==> src/rtl/alarm_tmr_pkg.sv <==
package alarm_tmr_pkg;
  localparam int ADDR_W = 8;
  localparam logic [ADDR_W-1:0] OFS_CTRL  = 8'h00;
  localparam logic [ADDR_W-1:0] OFS_COUNT = 8'h04;
  localparam logic [ADDR_W-1:0] OFS_LIMIT = 8'h08;
  localparam logic [ADDR_W-1:0] OFS_START = 8'h4C;
  localparam int FLAG_BIT = 7;
  localparam logic [1:0] SRC_TICK = 2'd2;

  typedef struct packed {
    logic       flag;
    logic       ie;
    logic       rsv;
    logic [1:0] src;
    logic [2:0] ps;
  } ctrl_t;
endpackage

==> src/rtl/atm_prescaler.sv <==
module atm_prescaler #(
  parameter int PS_W = 3
) (
  input  logic            clk,
  input  logic            rst_n,
  input  logic            run,
  input  logic            tick_in,
  input  logic [PS_W-1:0] ps_sel,
  output logic            cnt_tick
);
  localparam int DIV_W = (1 << PS_W) - 1;

  logic [DIV_W-1:0] div_q;
  logic [DIV_W-1:0] mask;

  // low ps_sel bits set: the divider passes a tick when they are all ones
  always_comb mask = ~({DIV_W{1'b1}} << ps_sel);

  assign cnt_tick = run && tick_in && ((div_q & mask) == mask);

  always_ff @(posedge clk) begin
    if (!rst_n || !run) div_q <= '0;
    else if (tick_in)   div_q <= div_q + 1'b1;
  end
endmodule

==> src/rtl/atm_counter.sv <==
module atm_counter #(
  parameter int CNT_W = 16
) (
  input  logic             clk,
  input  logic             rst_n,
  input  logic             cnt_tick,
  input  logic             load,
  input  logic [CNT_W-1:0] start_val,
  input  logic [CNT_W-1:0] limit_val,
  output logic [CNT_W-1:0] cnt_q,
  output logic             wrap_evt
);
  // a load request takes the cycle; no overflow is raised alongside it
  assign wrap_evt = cnt_tick && !load && (cnt_q == limit_val);

  always_ff @(posedge clk) begin
    if (!rst_n)        cnt_q <= '0;
    else if (load)     cnt_q <= start_val;
    else if (wrap_evt) cnt_q <= start_val;
    else if (cnt_tick) cnt_q <= cnt_q + 1'b1;
  end
endmodule

==> src/rtl/atm_regs.sv <==
module atm_regs
  import alarm_tmr_pkg::*;
#(
  parameter int DATA_W = 32,
  parameter int CNT_W  = 16
) (
  input  logic              clk,
  input  logic              rst_n,
  input  logic              bus_valid,
  input  logic              bus_write,
  input  logic [ADDR_W-1:0] bus_addr,
  input  logic [DATA_W-1:0] bus_wdata,
  output logic              resp_valid,
  output logic [DATA_W-1:0] resp_rdata,
  input  logic [CNT_W-1:0]  cnt_val,
  input  logic              wrap_evt,
  output ctrl_t             ctrl_q,
  output logic              load_cnt,
  output logic [CNT_W-1:0]  start_q,
  output logic [CNT_W-1:0]  limit_q
);
  logic wr_en, rd_en, wr_ctrl, rd_ctrl, arm_q, clr_ok;
  logic [DATA_W-1:0] rd_mux;

  assign wr_en    = bus_valid && bus_write;
  assign rd_en    = bus_valid && !bus_write;
  assign wr_ctrl  = wr_en && (bus_addr == OFS_CTRL);
  assign rd_ctrl  = rd_en && (bus_addr == OFS_CTRL);
  assign load_cnt = wr_en && (bus_addr == OFS_COUNT);
  assign clr_ok   = wr_ctrl && !bus_wdata[FLAG_BIT] && arm_q;

  always_ff @(posedge clk) begin
    if (!rst_n) begin
      ctrl_q  <= '0;
      arm_q   <= 1'b0;
      start_q <= '0;
      limit_q <= '0;
    end else begin
      if (wr_ctrl) begin
        ctrl_q.ps  <= bus_wdata[2:0];
        ctrl_q.src <= bus_wdata[4:3];
        ctrl_q.ie  <= bus_wdata[6];
      end
      // a new overflow wins over a clear in the same cycle
      if (wrap_evt)    ctrl_q.flag <= 1'b1;
      else if (clr_ok) ctrl_q.flag <= 1'b0;
      if (clr_ok)                  arm_q <= 1'b0;
      else if (rd_ctrl && ctrl_q.flag) arm_q <= 1'b1;
      if (wr_en && bus_addr == OFS_LIMIT) limit_q <= bus_wdata[CNT_W-1:0];
      if (wr_en && bus_addr == OFS_START) start_q <= bus_wdata[CNT_W-1:0];
    end
  end

  always_comb begin
    rd_mux = '0;
    case (bus_addr)
      OFS_CTRL:  rd_mux = DATA_W'(ctrl_q);
      OFS_COUNT: rd_mux = DATA_W'(cnt_val);
      OFS_LIMIT: rd_mux = DATA_W'(limit_q);
      OFS_START: rd_mux = DATA_W'(start_q);
      default:   rd_mux = '0;
    endcase
  end

  always_ff @(posedge clk) begin
    if (!rst_n) begin
      resp_valid <= 1'b0;
      resp_rdata <= '0;
    end else begin
      resp_valid <= rd_en;
      if (rd_en) resp_rdata <= rd_mux;
    end
  end
endmodule

==> src/rtl/modulo_alarm_timer.sv <==
module modulo_alarm_timer
  import alarm_tmr_pkg::*;
#(
  parameter int DATA_W = 32,
  parameter int CNT_W  = 16,
  parameter int PS_W   = 3
) (
  input  logic              clk,
  input  logic              rst_n,
  input  logic              tick_in,
  input  logic              bus_valid,
  output logic              bus_ready,
  input  logic              bus_write,
  input  logic [ADDR_W-1:0] bus_addr,
  input  logic [DATA_W-1:0] bus_wdata,
  output logic              resp_valid,
  output logic [DATA_W-1:0] resp_rdata,
  output logic              irq
);
  ctrl_t            ctrl_q;
  logic             load_cnt, cnt_tick, wrap_evt, run;
  logic [CNT_W-1:0] start_q, limit_q, cnt_q;

  assign bus_ready = 1'b1;
  assign run       = (ctrl_q.src == SRC_TICK);
  assign irq       = ctrl_q.flag && ctrl_q.ie;

  atm_regs #(.DATA_W(DATA_W), .CNT_W(CNT_W)) u_regs (
    .clk(clk), .rst_n(rst_n),
    .bus_valid(bus_valid), .bus_write(bus_write),
    .bus_addr(bus_addr), .bus_wdata(bus_wdata),
    .resp_valid(resp_valid), .resp_rdata(resp_rdata),
    .cnt_val(cnt_q), .wrap_evt(wrap_evt),
    .ctrl_q(ctrl_q), .load_cnt(load_cnt),
    .start_q(start_q), .limit_q(limit_q)
  );

  atm_prescaler #(.PS_W(PS_W)) u_div (
    .clk(clk), .rst_n(rst_n), .run(run), .tick_in(tick_in),
    .ps_sel(ctrl_q.ps[PS_W-1:0]), .cnt_tick(cnt_tick)
  );

  atm_counter #(.CNT_W(CNT_W)) u_cnt (
    .clk(clk), .rst_n(rst_n), .cnt_tick(cnt_tick), .load(load_cnt),
    .start_val(start_q), .limit_val(limit_q),
    .cnt_q(cnt_q), .wrap_evt(wrap_evt)
  );
endmodule

==> config.mk <==
export PLATFORM = sky130hd
export DESIGN_NAME = modulo_alarm_timer
export DESIGN_NICKNAME = d
export VERILOG_FILES = /design/src/rtl/alarm_tmr_pkg.sv /design/src/rtl/atm_prescaler.sv /design/src/rtl/atm_counter.sv /design/src/rtl/atm_regs.sv /design/src/rtl/modulo_alarm_timer.sv
export SDC_FILE = /design/constraint.sdc
export NUM_CORES = 1
export LEC_CHECK = 0
export ABC_AREA = 1
export BUFFER_PORTS_ARGS = -buffer_cell sky130_fd_sc_hd__clkbuf_2
export CORE_MARGIN = 2
export CORE_UTILIZATION = 50
export CTS_CLUSTER_DIAMETER = 60
export DETAILED_ROUTE_END_ITERATION = 10
export GPL_ROUTABILITY_DRIVEN = 0
export GPL_TIMING_DRIVEN = 0
export PLACE_DENSITY = 0.77
export SLEW_MARGIN = 20
export SYNTH_ARGS = -nofsm -noshare
export SYNTH_HDL_FRONTEND = slang
export SYNTH_HIERARCHICAL = 1
export SYNTH_SLANG_ARGS = --single-unit
==> constraint.sdc <==
create_clock -name clk -period 3.5 [get_ports clk]
set_input_delay 0.175 -clock clk [delete_from_list [all_inputs] [get_ports clk]]
set_output_delay 0.175 -clock clk [all_outputs]
set_load 0.01 [all_outputs]
==> results of run 1 <==
-- per-layer routing --
metal / global-route usage [%] / vias to the layer above / wire length, um
met5: 0 / - / 0
met4: 8.63 / 0 / 285
met3: 5.18 / 41 / 1440
met2: 44.1 / 317 / 6130
met1: 36.5 / 2288 / 5950
li1: - / 2495 / -
-- worst min-delay path by stage --
stage	start	slack [ns]	end
final	bus_wdata[8]	0.06	u_regs/limit_q[8]
after detailed placement	bus_wdata[11]	0.43	u_regs/limit_q[11]
after global routing	bus_wdata[12]	0.07	u_regs/limit_q[12]
after floorplan	tick_in	0.26	u_div/div_q[0]
after CTS	bus_wdata[11]	0.04	u_regs/limit_q[11]
after global placement	bus_wdata[11]	0.43	u_regs/limit_q[11]
-- worst register-to-register path, stage by stage (launching register included) --
cell,delay [ns]
dfxtp_1,0.42
inv_1,0.07
nor2_2,0.10
nand2_1,0.06
a21oi_1,0.12
nand2_1,0.07
a21oi_1,0.29
nand2_1,0.10
nor2_1,0.11
nand2_1,0.07
nor2_2,0.15
nand3_4,0.16
buf_4,0.24
nand3_1,0.09
nand3_1,0.10
nand2_1,0.08
inv_1,0.03
-- registers in the layout, indices dropped and copies added (netlist names) --
signal             count
u_regs/limit_q        16
u_div/div_q            7
u_regs/start_q        16
u_regs/resp_valid      1
u_regs/resp_rdata     16
u_regs/ctrl_q          7
u_cnt/cnt_q           16
u_regs/arm_q           1
-- per-stage QoR --
stage	worst slack (ns)	instances	area, um^2	util [%]
floorplan	1.67	755	4780	-
global placement	1.11	912	5150	56.0
detailed placement	1.09	912	5150	56.0
CTS	1.22	928	5380	58.5
global route	0.974	928	5380	58.5
finish	1.15	928	5380	58.5
-- power by group through the flow --
stage                     clock network, mW  registers (mW)  logic [mW]
after floorplan                           0           0.933      0.0723
after detailed placement                  0           0.933       0.112
final                                 0.767           0.912       0.114
after global routing                  0.811           0.912       0.125
after CTS                             0.787           0.912       0.113
after global placement                    0           0.933       0.110
-- final cells by class --
type / instances / area share, %
inverter: 95 / 6.68
multi-input combinational: 536 / 47.4
clock inverter: 7 / 1.88
buffer: 44 / 5.12
clock buffer: 9 / 2.30
tap: 111 / 2.58
timing repair buffer: 46 / 4.28
sequential: 80 / 29.8
==> flow_metrics.tcl, run 1 <==
set metrics [dict create \
    final_cell_mix "164 x nand2_1, 99 x nand3_1, 89 x inv_1" \
    dp_hpwl_um 10400 \
    power.total_mw 1.79 \
    slew_viol_final 0 \
    critPathMostFrequentCell "nand2_1" \
    cts_setup_buffers 0 \
    tightest_slew_ns 0.728 \
    dieWidth_um 101 \
    layout_commonest_cell "nand2_1" \
    max_freq_ghz 0.426 \
    rows 35 \
    ios 80 \
    max_cap_violations 0 \
    initial_core_util_pct 51.4 \
    p_switching_uw 434 \
    fillers 872 \
    worst-path-stages 16 \
    root_buffer "clkbuf_8" \
    grt_use_total_pct 27.1 \
    cts_tree "yes" \
    drt_first_pass_iters 8 \
    whs_ns 0.0593 \
    nNetsFinal 859 \
    cp_data_arrival_time_ns 2.61 \
    antenna_cells 0 \
    routed_wl_um 13800 \
    critPathBufInv 3 \
    leakage_nw 2.47 \
    multi_input_area_um2 2550 \
    r2r_setup_slack_ns 1.15 \
    switching_share_pct 24.2 \
    intPower_mw 1.36 \
    maxSlewHeadroom_pct 51.0 \
    cpMaxStageDelayCell "dfxtp_1" \
    areaGrowthSynthToFinish_pct 13.8 \
    max_stage_delay_ns 0.42 \
    drive_above_1_share_pct 14.8 \
    power_frac_comb_pct 6.4 \
    grt_max_degree 16 \
    crit_chain "inv_1 -> nor2_2 -> nand2_1 -> a21oi_1 -> nand2_1 -> a21oi_1 -> nand2_1 -> nor2_1 -> nand2_1 -> nor2_2 -> nand3_4 -> buf_4 -> nand3_1 -> nand3_1 -> nand2_1 -> inv_1" \
    reg2reg_to "u_cnt/cnt_q[7]" \
    gr-total-overflow 0 \
    vias_per_cell 5.54 \
    max-clock-path-buffers 2 \
    postSynthCellCount 740 \
    cp-start-kind "flip-flop" \
    dr_total_vias 5141 \
    ctsHoldBuffers 0 \
    portBuffers 46 \
    cts_max_level 3 \
    clkTransAtPathRegs_ns 0.09 \
    cp.required_ns 3.76 \
    period_minus_slack_ns 2.35 \
    clock_power_share_pct 42.8 \
    rsz0062_at_grt "no" \
    min_period_over_period_pct 67.1 \
    path_delay_family "simple AND/OR/NAND/NOR gates" \
    die_height_um 101 \
    setup.worst_path.start "u_regs/ctrl_q[4]" \
    core_um2 9200 \
    crit_end "u_cnt/cnt_q[7]" \
    setup_viol 0 \
    yosysWarnings 6 \
    finClkSkew_ns 0.0136 \
    status "finished, final reports clean" \
    drc 0 \
    sequentialPowerShare_pct 50.9 \
    regArea_um2 1600 \
    r2r_cells 16 \
    antenna_found_initial 0 \
    crit_type "reg2reg" \
    hold_class "in2reg" \
    numCtsBuffers 9 \
    cts_resized 0 \
    ant_nets 0 \
    cp_max_fo 10 \
    ir_drop_mv 0.166 \
    min_path_cells 3 \
    hold_viol 0 \
    grt_pass1_wl_um 21800 \
    avgSynthCellArea_um2 6.39 \
    finalSetupTns_ns 0 \
    drt_iter0_drc 565 \
    cts_sinks 80 \
    grt_pass1_vias 4612 \
    r2r_start "u_regs/ctrl_q[4]" \
    synth_area_um2 4730 \
    wl_per_cell_um 14.9 \
    powerDensity_nw_per_um2 333 \
    dieArea_um2 10200 \
    clock_latency_ns 0.36 \
    end_kind "flip-flop" \
]
Note: power is estimated with default switching activity, not from simulation.
==> inputs of run 2 (changes only) <==
- clock period: 3.5 -> 2.3 ns (I/O delays scaled with it)
==> flow_metrics.tcl, run 2 (synthesis results as in run 1) <==
set metrics [dict create \
    status "finished, final reports clean" \
    placed_area_um2 5150 \
    drt_iter0_drc 616 \
    gr-total-overflow 0 \
    cp_max_fo 10 \
    drive_above_1_share_pct 15.3 \
    cp-start-kind "input port" \
    path_delay_family "simple AND/OR/NAND/NOR gates" \
    ir_drop_mv 0.252 \
    initial_core_util_pct 51.4 \
    ant_nets 0 \
    max-clock-path-buffers 2 \
    power.total_mw 2.74 \
    maxSlewHeadroom_pct 47.4 \
    max_stage_delay_ns 0.75 \
    dp_hpwl_um 10400 \
    rows 35 \
    grt_use_total_pct 27.2 \
    portBuffers 46 \
    layout_commonest_cell "nand2_1" \
    crit_type "in2reg" \
    grt_pass1_vias 4625 \
    final_util_pct 59.1 \
    max_cap_violations 0 \
    cts_max_level 3 \
    fillers 866 \
    finClkSkew_ns 0.0128 \
    slew_viol_final 0 \
    cp.required_ns 2.56 \
    powerDensity_nw_per_um2 503 \
    cp_data_arrival_time_ns 2.36 \
    design_area_um2 5440 \
    root_buffer "clkbuf_8" \
    hold_class "in2reg" \
    min_period_over_period_pct 91.2 \
    antenna_found_initial 0 \
    die_height_um 101 \
    vias_per_cell 5.45 \
    cts_sinks 80 \
    numCtsBuffers 9 \
    dieArea_um2 10200 \
    grt_pass1_wl_um 21900 \
    dieWidth_um 101 \
    wl_per_cell_um 14.7 \
    end_kind "flip-flop" \
    antenna_cells 0 \
    cpMaxStageDelayCell "nor4_1" \
    period_minus_slack_ns 2.10 \
    critPathBufInv 5 \
    areaGrowthSynthToFinish_pct 15.0 \
    leakage_nw 2.50 \
    max_freq_ghz 0.477 \
    rsz0062_at_grt "no" \
    cts_tree "yes" \
    routed_wl_um 13800 \
    core_um2 9200 \
    grt_max_degree 16 \
    setup_viol 0 \
    drt_first_pass_iters 6 \
    clkTransAtPathRegs_ns 0.09 \
    nNetsFinal 864 \
    ios 80 \
    crit_chain "clkbuf_2 -> nand2_2 -> nor4_1 -> inv_1 -> clkbuf_1 -> buf_1 -> nand3_1 -> nand3_1 -> nand2_1 -> inv_1" \
    clock_latency_ns 0.36 \
    drc 0 \
    final_cell_mix "164 x nand2_1, 99 x nand3_1, 89 x inv_1" \
    dr_total_vias 5083 \
    hold_viol 0 \
    tightest_slew_ns 0.781 \
]
## run 2: layout make-up
class / instances / area [um^2] / share of cell area [%]
inverters: 95 / 359 / 6.61
plain buffers: 44 / 280 / 5.16
repair buffers: 51 / 278 / 5.11
clock buffers: 9 / 124 / 2.28
well taps: 111 / 139 / 2.56
flip-flops and latches: 80 / 1600 / 29.5
clock inverters: 7 / 101 / 1.86
multi-input cells: 536 / 2550 / 46.9
## run 2: per-layer routing
| layer | GRT usage, % | share of wire (%) | wire [um] |
|---|---|---|---|
| met4 | 8.63 | 1.8 | 248 |
| met5 | 0 | 0 | 0 |
| met1 | 36.5 | 43 | 5890 |
| met3 | 5.18 | 10 | 1400 |
| met2 | 44.2 | 45 | 6210 |
## run 2: power by group
| group | total, mW | internal (mW) | switching [mW] |
|---|---|---|---|
| sequential | 1.39 | 1.39 | 0.00220 |
| combinational | 0.179 | 0.0645 | 0.115 |
| clock | 1.17 | 0.622 | 0.546 |
| total | 2.74 | 2.07 | 0.663 |
## run 2: path summary, 6_finish.rpt
kind | start | endpoint | slack [ns] | cells past startpoint
worst max-delay path | bus_valid | u_cnt/cnt_q[7] | 0.20 | 10
worst min-delay path | bus_wdata[15] | u_regs/limit_q[15] | 0.01 | 3
worst min register to register | u_regs/resp_rdata[0] | u_regs/resp_rdata[0] | 0.47 | 2
worst max register to register | u_regs/ctrl_q[4] | u_cnt/cnt_q[1] | 0.20 | 15
## run 2: worst register-to-register path, stage by stage (launching register included)
cell and delay (ns):
dfxtp_2 0.38, inv_1 0.06, nor2_2 0.09, nand2_1 0.06
a21oi_1 0.13, nand2_1 0.09, a21oi_2 0.19, nand2_1 0.08
nor2_1 0.11, nand2_1 0.07, nor2_2 0.14, nand3_4 0.13
buf_4 0.19, a21boi_0 0.18, nor2_1 0.08, nor2_1 0.08
## run 2: metrics by stage
step / setup TNS, ns / setup WS [ns] / cells / hold slack [ns]
6_report: 0 / 0.203 / 933 / 0.0113
2_1_floorplan: 0 / 0.475 / 755 / 0.204
3_5_place_dp: -0.467 / -0.0544 / 912 / 0.371
5_1_grt: 0 / 0.0384 / 933 / 0.0114
4_1_cts: 0 / 0.0173 / 932 / 0.00430
3_3_place_gp: -0.240 / -0.0290 / 912 / 0.366
## run 2: timing repair
action,4_1_cts,5_1_grt
hold buffers,4,0
buffers inserted,0,1
endpoints found under the hold margin,4,0
gates resized for setup,0,6
endpoints found under the setup margin,0,16
